<file path="config.mk">
export PLATFORM = sky130hd
export DESIGN_NAME = csr_exec_unit
export DESIGN_NICKNAME = d
export VERILOG_FILES = /design/src/rtl/csrx_pkg.sv /design/src/rtl/csrx_decode.sv /design/src/rtl/csrx_permit.sv /design/src/rtl/csrx_alu.sv /design/src/rtl/csr_exec_unit.sv
export SDC_FILE = /design/constraint.sdc
export NUM_CORES = 1
export LEC_CHECK = 0
export BUFFER_PORTS_ARGS = -buffer_cell sky130_fd_sc_hd__buf_2
export CAP_MARGIN = 20
export CORE_MARGIN = 2
export CORE_UTILIZATION = 45
export CTS_CLUSTER_SIZE = 24
export DETAILED_ROUTE_END_ITERATION = 12
export PLACE_DENSITY = 0.81
export SLEW_MARGIN = 20
export SYNTH_ARGS = -nofsm -noshare
export SYNTH_HDL_FRONTEND = slang
export SYNTH_HIERARCHICAL = 1
export SYNTH_SLANG_ARGS = --single-unit
</file>
<file path="constraint.sdc">
create_clock -name clk -period 2.13 [get_ports clk]
set_input_delay 0.1065 -clock clk [delete_from_list [all_inputs] [get_ports clk]]
set_output_delay 0.1065 -clock clk [all_outputs]
set_load 0.01 [all_outputs]
</file>
<file path="src/rtl/csrx_pkg.sv">
package csrx_pkg;
  localparam logic [6:0] SYS_OPCODE = 7'b1110011;
  localparam int         PRIV_W     = 2;

  typedef enum logic [1:0] {
    OP_NONE = 2'b00,
    OP_SWAP = 2'b01,
    OP_SET  = 2'b10,
    OP_CLR  = 2'b11
  } csr_op_e;

  typedef struct packed {
    logic        hit;
    logic        imm;
    csr_op_e     op;
    logic [11:0] addr;
    logic [4:0]  src;
    logic [4:0]  dst;
    logic        wr_intent;
  } csr_dec_t;
endpackage

</file>
<file path="src/rtl/csrx_decode.sv">
module csrx_decode
  import csrx_pkg::*;
(
  input  logic [31:0] instr,
  output csr_dec_t    dec
);
  always_comb begin
    dec.op        = csr_op_e'(instr[13:12]);
    dec.hit       = (instr[6:0] == SYS_OPCODE) && (instr[13:12] != 2'b00);
    dec.imm       = instr[14];
    dec.addr      = instr[31:20];
    dec.src       = instr[19:15];
    dec.dst       = instr[11:7];
    // swap always writes; set/clear only with a nonzero source field
    dec.wr_intent = (dec.op == OP_SWAP) || (dec.src != 5'd0);
  end
endmodule

</file>
<file path="src/rtl/csrx_permit.sv">
module csrx_permit
  import csrx_pkg::*;
(
  input  logic [11:0]       addr,
  input  logic [PRIV_W-1:0] priv,
  input  logic              wr_intent,
  output logic              ok
);
  logic priv_ok, ro_hit;
  always_comb begin
    priv_ok = (priv >= addr[9:8]);
    ro_hit  = wr_intent && (addr[11:10] == 2'b11);
    ok      = priv_ok && !ro_hit;
  end
endmodule

</file>
<file path="src/rtl/csrx_alu.sv">
module csrx_alu
  import csrx_pkg::*;
#(
  parameter int XLEN = 32
) (
  input  csr_op_e         op,
  input  logic            imm,
  input  logic [4:0]      src,
  input  logic [XLEN-1:0] rs1_value,
  input  logic [XLEN-1:0] old_value,
  output logic [XLEN-1:0] new_value
);
  localparam int PAD = XLEN - 5;
  logic [XLEN-1:0] operand;

  always_comb begin
    operand = imm ? {{PAD{1'b0}}, src} : rs1_value;
    unique case (op)
      OP_SWAP: new_value = operand;
      OP_SET:  new_value = old_value | operand;
      OP_CLR:  new_value = old_value & ~operand;
      default: new_value = old_value;
    endcase
  end
endmodule

</file>
<file path="src/rtl/csr_exec_unit.sv">
module csr_exec_unit
  import csrx_pkg::*;
#(
  parameter int XLEN = 32
) (
  input  logic              clk,
  input  logic              rst,
  input  logic              instr_valid,
  input  logic [31:0]       instr,
  input  logic [XLEN-1:0]   rs1_value,
  input  logic [1:0]        priv,
  input  logic [XLEN-1:0]   csr_rdata,
  output logic              csr_rd_en,
  output logic [11:0]       csr_raddr,
  output logic              csr_we,
  output logic [11:0]       csr_waddr,
  output logic [XLEN-1:0]   csr_wdata,
  output logic              rd_we,
  output logic [4:0]        rd_addr,
  output logic [XLEN-1:0]   rd_data,
  output logic              illegal,
  output logic              retired
);
  csr_dec_t        dec;
  logic            allowed, hit, go;
  logic [XLEN-1:0] next_value;

  csrx_decode u_dec (.instr(instr), .dec(dec));

  csrx_permit u_perm (
    .addr(dec.addr), .priv(priv), .wr_intent(dec.wr_intent), .ok(allowed)
  );

  csrx_alu #(.XLEN(XLEN)) u_alu (
    .op(dec.op), .imm(dec.imm), .src(dec.src), .rs1_value(rs1_value),
    .old_value(csr_rdata), .new_value(next_value)
  );

  assign hit       = instr_valid && dec.hit;
  assign go        = hit && allowed;
  assign csr_rd_en = go;
  assign csr_raddr = dec.addr;

  always_ff @(posedge clk) begin
    if (rst) begin
      csr_we    <= 1'b0;
      csr_waddr <= '0;
      csr_wdata <= '0;
      rd_we     <= 1'b0;
      rd_addr   <= '0;
      rd_data   <= '0;
      illegal   <= 1'b0;
      retired   <= 1'b0;
    end else begin
      csr_we    <= go && dec.wr_intent;
      csr_waddr <= dec.addr;
      csr_wdata <= next_value;
      rd_we     <= go && (dec.dst != 5'd0);
      rd_addr   <= dec.dst;
      rd_data   <= csr_rdata;
      illegal   <= hit && !allowed;
      retired   <= go;
    end
  end


  excl_flags_chk: assert property (@(posedge clk) disable iff (rst)
    !(illegal && retired));

  refused_quiet_chk: assert property (@(posedge clk) disable iff (rst)
    illegal |-> (!csr_we && !rd_we));

  ro_guard_chk: assert property (@(posedge clk) disable iff (rst)
    csr_we |-> (csr_waddr[11:10] != 2'b11));

  x0_drop_chk: assert property (@(posedge clk) disable iff (rst)
    rd_we |-> (rd_addr != 5'd0));

  one_cycle_chk: assert property (@(posedge clk) disable iff (rst)
    csr_rd_en |=> retired);

  strobe_addr_chk: assert property (@(posedge clk) disable iff (rst)
    retired |-> ($past(csr_raddr) == csr_waddr));
endmodule

</file>
# [Word-level counts from Yosys, hierarchy flattened]
# Index checks and enable logic that the tools add are counted.
[word_totals] reg_bits=85 out_inout_bits=98 in_bits=101 word_cells=33
[classes] n_eq_ne=5 muxes=2 order_cmp=1 n_bitwise=3 reduce_logical=14
[op_table] cell="one-hot mux 32 bit (3 select lines)" count=1
[op_table] cell="bitwise AND 32 bit" count=1
[op_table] cell="2-to-1 mux 32 bit" count=1
[op_table] cell="NOT 32 bit" count=1
[op_table] cell="bitwise OR 32 bit" count=1
[op_table] cell="nonzero test 5 bit" count=2
[op_table] cell="logical AND 1 bit" count=8
[op_table] cell="equality test 7 bit, second input constant" count=1
[op_table] cell="equality test 2 bit, second input constant" count=3
[op_table] cell="equality test 2 x 1 -> 1 bit, second input constant" count=1
[op_table] cell=">= comparator 2 bit" count=1
[op_table] cell="logical NOT 1 bit" count=2
[op_table] cell="nonzero test 2 bit" count=1
[op_table] cell="logical OR 1 bit" count=1

# [Depth between registers and ports, before layout]
[depth] ltp_word=7 depth_mapped=7 ltp_nobuf=7

# [Hierarchy]
# The synthesis kept the hierarchy.
[modules_own_cells] mod="csr_exec_unit" cells_per_inst=182 instances=1 seq_area_each_um2=1701.6 area_per_inst_um2=2293.4
[modules_own_cells] mod="csrx_alu" cells_per_inst=144 instances=1 seq_area_each_um2=0.0 area_per_inst_um2=964.7
[modules_own_cells] mod="csrx_decode" cells_per_inst=33 instances=1 seq_area_each_um2=0.0 area_per_inst_um2=237.7
[modules_own_cells] mod="csrx_permit" cells_per_inst=7 instances=1 seq_area_each_um2=0.0 area_per_inst_um2=50.0

# [Worst setup path after synthesis]
# Ideal clock, no wire load.
[synth_timing] path_type="input port to flip-flop" startpoint="in instr[28]" endpoint="reg csr_we" setup_ns=0.115 t_required_ns=2.015 t_arrival_ns=1.147 path_stages=7 path_slack_ns=0.868 path_cell_list="buf_4 -> ha_1 -> nand2b_1 -> a21oi_1 -> a31oi_1 -> and4b_1 -> and2_1"
[synth_between] elab_chain_len=4
[synth_lines] item="start: declaration" line="csr_exec_unit.sv:9" source="input logic [31:0] instr,"
[synth_lines] item=">= comparator 2 bit" line="csrx_permit.sv:11" source="priv_ok = (priv >= addr[9:8]);"
[synth_lines] item="logical AND 1 bit" line="csrx_permit.sv:13" source="ok = priv_ok && !ro_hit;"
[synth_lines] item="named net allowed" line="csr_exec_unit.sv:25" source="logic allowed, hit, go;"
[synth_lines] item="logical AND 1 bit" line="csr_exec_unit.sv:40" source="assign go = hit && allowed;"
[synth_lines] item="logical AND 1 bit" line="csr_exec_unit.sv:55" source="csr_we <= go && dec.wr_intent;"
[synth_lines] item="end signal: assignment" line="csr_exec_unit.sv:55"
[synth_lines] item="end: declaration" line="csr_exec_unit.sv:15" source="output logic csr_we,"
# The timed path passes the listed nets, and every way through them passes these cells.
# A chain may end at the register's enable or synchronous reset.

# [Final worst setup path]
[layout_timing] startpoint="in instr[28]" endpoint="out csr_rd_en"
[layout_between] elab_chain_len=3
[layout_lines] item=">= comparator 2 bit" line="csrx_permit.sv:11"
[layout_lines] item="logical AND 1 bit" line="csrx_permit.sv:13"
[layout_lines] item="named net allowed" line="csr_exec_unit.sv:25"
[layout_lines] item="logical AND 1 bit" line="csr_exec_unit.sv:40"
[layout_lines] item="end: declaration" line="csr_exec_unit.sv:13" source="output logic csr_rd_en,"
# The timed path passes the listed nets, and every way through them passes these cells.

==> flow_summary.yaml <==
status:
  outcome: "completed"
routing:
  dr.pass1.iters: 4
  initialDrtViolationCount: 65
  ant_nets: 0
  finalWirelength_mm: 9.28
  routed-via-count: 3133
  route.detailed.drc: 0
  via_per_instance_ratio: 4.66
  routed_wl_per_cell_um: 13.8
critical_path:
  worstSetupStartpointType: "input pin"
  timing.critical_path.fanout_max: 3
  timing.critical_path.required_ns: 2.02
  arr_time_crit_path_ns: 1.85
  crit_path_frequent_cell: "sky130_fd_sc_hd__buf_2"
  critPathCaptureType: "output port"
  slowest_stage: "sky130_fd_sc_hd__dlygate4sd3_1"
  worstPathCellList: "dlygate4sd3_1 -> buf_2 -> ha_1 -> nand2b_1 -> a21oi_1 -> a31oi_1 -> and3_1 -> buf_2"
  worst-setup-path-type: "in2out"
  cp_slowest_stage_delay_ns: 0.53
grt:
  grt_use_total_pct: 21.4
  maximum_number_of_pins_on_one_net_before_global_route_repair: 54
  grt_overflow_total: 0
  grt_antenna_before_repair: 0
  wire_length_of_the_first_global_routing_pass_mm: 14.5
  first_global_vias: 3185
clock_network:
  ctsRootBufferMaster: "sky130_fd_sc_hd__clkbuf_8"
  tritoncts.num_buffers: 9
  cts_resized: 0
  post-cts-setup-buffer-count: 0
  sinks_on_clock_net: 85
  cts_htree_levels: 3
  cts_tree: "yes"
  max-clock-path-buffers: 2
  clkTransAtPathRegs_ns: 0.08
timing:
  maximum_clock_rate_mhz: 512
  unrepaired_setup_endpoints_after_global_routing: "no"
  setup_tns_final_ns: 0
  post_layout_min_period_ns: 1.95
  min_period_over_period_pct: 91.7
  setup_viol_count_final: 0
  maxSlewHeadroom_pct: 55.1
  worst_slew_pin_slew_ns: 0.673
  hold_viol: 0
  hold_ws_ns: 0.0159
  final-max-slew-violation-count: 0
power_and_ir_drop:
  power_w: 0.00343
  p_leak_nw: 2.38
  worst_case_vdd_ir_drop_mv: 0.347
  power.density_cell_area_nw_per_um2: 696
floorplanning:
  start_util_pct: 46.1
  area_of_the_core_um2: 7690
  top_level_ports: 199
  count_of_standard_cell_rows: 32
  die-area_um2: 8610
  fp.dieH_um: 92.8
  die_w_um: 92.8
flow_run:
  maxCapViolCount: 0
layout:
  final_nets: 670
  fillers: 657
  layout.cell_area.non_filler_um2: 4930
  antenna-diode-count: 0
  multi_input_comb_area_um2: 1520
  proportion_of_layout_cells_with_a_drive_suffix_above_1_pct: 40.3
  sequential_cell_area_um2: 1700
  finish.cell_count_without_fillers: 673
  growth_of_design_area_from_synthesis_to_finish_pct: 39.1
logic_synthesis:
  syn-cell-area_um2: 3550
  ys_warn_count: 6
  mappedNetlistNets: 469
  synthDistinctLibCells: 34
  synth_seq_area_share_pct: 48.0
  synthesis.area_per_instance_um2: 9.69
  yosys_register_bits: 85
  netlist_instances: 366
worst_hold_path:
  holdCritPathClass: "in2reg"
placed_design:
  io_buf_count: 198
  placedInstanceArea_um2: 4380
  numPlacedInstances: 622
  gp_routability_congestion: 0.764
  detailedPlacementHpwl_mm: 6.44
layout make-up:
class                   count  share of cell area [%]
repair buffers            237                    28.1
multi-input cells         232                    30.8
clock buffers              11                    2.87
inverters                   2                   0.152
clock inverters             4                   0.989
well taps                 102                    2.59
flip-flops and latches     85                    34.5
critical path, delay by kind of cell:
family	cells	cell delay, ns
AOI/OAI and AO/OA	2	0.35
adders and majority gates	1	0.27
buffers and inverters	3	0.80
and+or+nand+nor	2	0.32
timing repair:
item,4_1_cts,5_1_grt
endpoints found under the hold margin,37,0
endpoints found under the setup margin,0,0
hold buffers,36,0
placed cells by master (no fill, tap or decap), types with 2 or more instances in the layout:
| cell type | n |
|---|---|
| sky130_fd_sc_hd__nor3_1 | 2 |
| sky130_fd_sc_hd__nand3_1 | 2 |
| sky130_fd_sc_hd__buf_4 | 2 |
| sky130_fd_sc_hd__dfxtp_1 | 85 |
| sky130_fd_sc_hd__mux2i_1 | 5 |
| sky130_fd_sc_hd__inv_1 | 2 |
| sky130_fd_sc_hd__and2b_2 | 7 |
| sky130_fd_sc_hd__xnor2_1 | 27 |
| sky130_fd_sc_hd__clkinv_2 | 2 |
| sky130_fd_sc_hd__mux2_2 | 4 |
| sky130_fd_sc_hd__nor2b_1 | 94 |
| sky130_fd_sc_hd__a21oi_1 | 60 |
| sky130_fd_sc_hd__and2b_1 | 6 |
| sky130_fd_sc_hd__nor2_1 | 7 |
| sky130_fd_sc_hd__nand2b_1 | 2 |
| sky130_fd_sc_hd__dlygate4sd3_1 | 36 |
| sky130_fd_sc_hd__ha_1 | 2 |
| sky130_fd_sc_hd__clkbuf_8 | 10 |
| sky130_fd_sc_hd__buf_2 | 198 |
| sky130_fd_sc_hd__nand2_1 | 2 |
logic make-up (layout without fill, tap and decap cells):
kind of cell	Yosys count	in the layout	synth area share, %
buffers and inverters	49	254	9.14
flip-flops	85	85	48.0
XOR/XNOR	27	27	6.67
AND/OR/NAND/NOR	131	131	23.5
adder cells (fa/ha/maj)	2	2	0.706
multiplexers	10	10	3.10
AO/OA/AOI/OAI	62	62	8.86
synth_stat cells (all sizes together):
library cell	number	area [µm²]
and4b	1	10.0
nor2	7	26.3
nand2	2	7.51
or2	1	6.26
mux2	5	60.1
nor2b	95	597
nand3	2	10.0
ha	2	25.0
xnor2	27	236
nand2b	2	12.5
buf	37	265
and2	1	6.26
dfxtp	85	1700
or2b	1	7.51
a31oi	1	6.26
clkbuf	10	51.3
a21oi	60	300
and3	1	6.26
nor3	3	20.0
o21a	1	7.51
or4	1	7.51
nand4bb	1	11.3
and2b	13	106
mux2i	5	50.1
inv	2	7.51
registers in the layout, summed over array words and instances, names as in the netlist:
name       flops
csr_wdata     32
rd_data       32
csr_waddr     12
rd_addr        5
csr_we         1
illegal        1
rd_we          1
retired        1
worst paths after layout:
kind                           from                endpoint  depth (start not counted)
worst max-delay path      instr[28]               csr_rd_en                          8
worst min-delay path  csr_rdata[21]  rd_data[21]$_SDFF_PP0_                          2
power breakdown:
part	internal, W	switching [W]	leakage [nW]
combinational	0.000329	0.000303	1.58
sequential	0.00168	0.0000232	0.707
clock	0.000567	0.000528	0.0992
total	0.00258	0.000854	2.38
per-layer routing:
metal | vias to the layer above | routed length, µm | GRT usage, %
met2 | 150 | 4760 | 39.5
met1 | 1420 | 3660 | 23.3
met5 | - | 0 | 0
li1 | 1549 | - | -
met4 | 0 | 160 | 9.19
met3 | 14 | 693 | 5.04
stage by stage:
stage / utilization [%] / setup WS, ns
final: 64.2 / 0.177
after global routing: 64.2 / 0.120
after CTS: 64.2 / 0.231
after detailed placement: 57.0 / 0.492
after global placement: 57.0 / 0.563
after floorplan: - / 0.868
(Power assumes the default switching activity.)
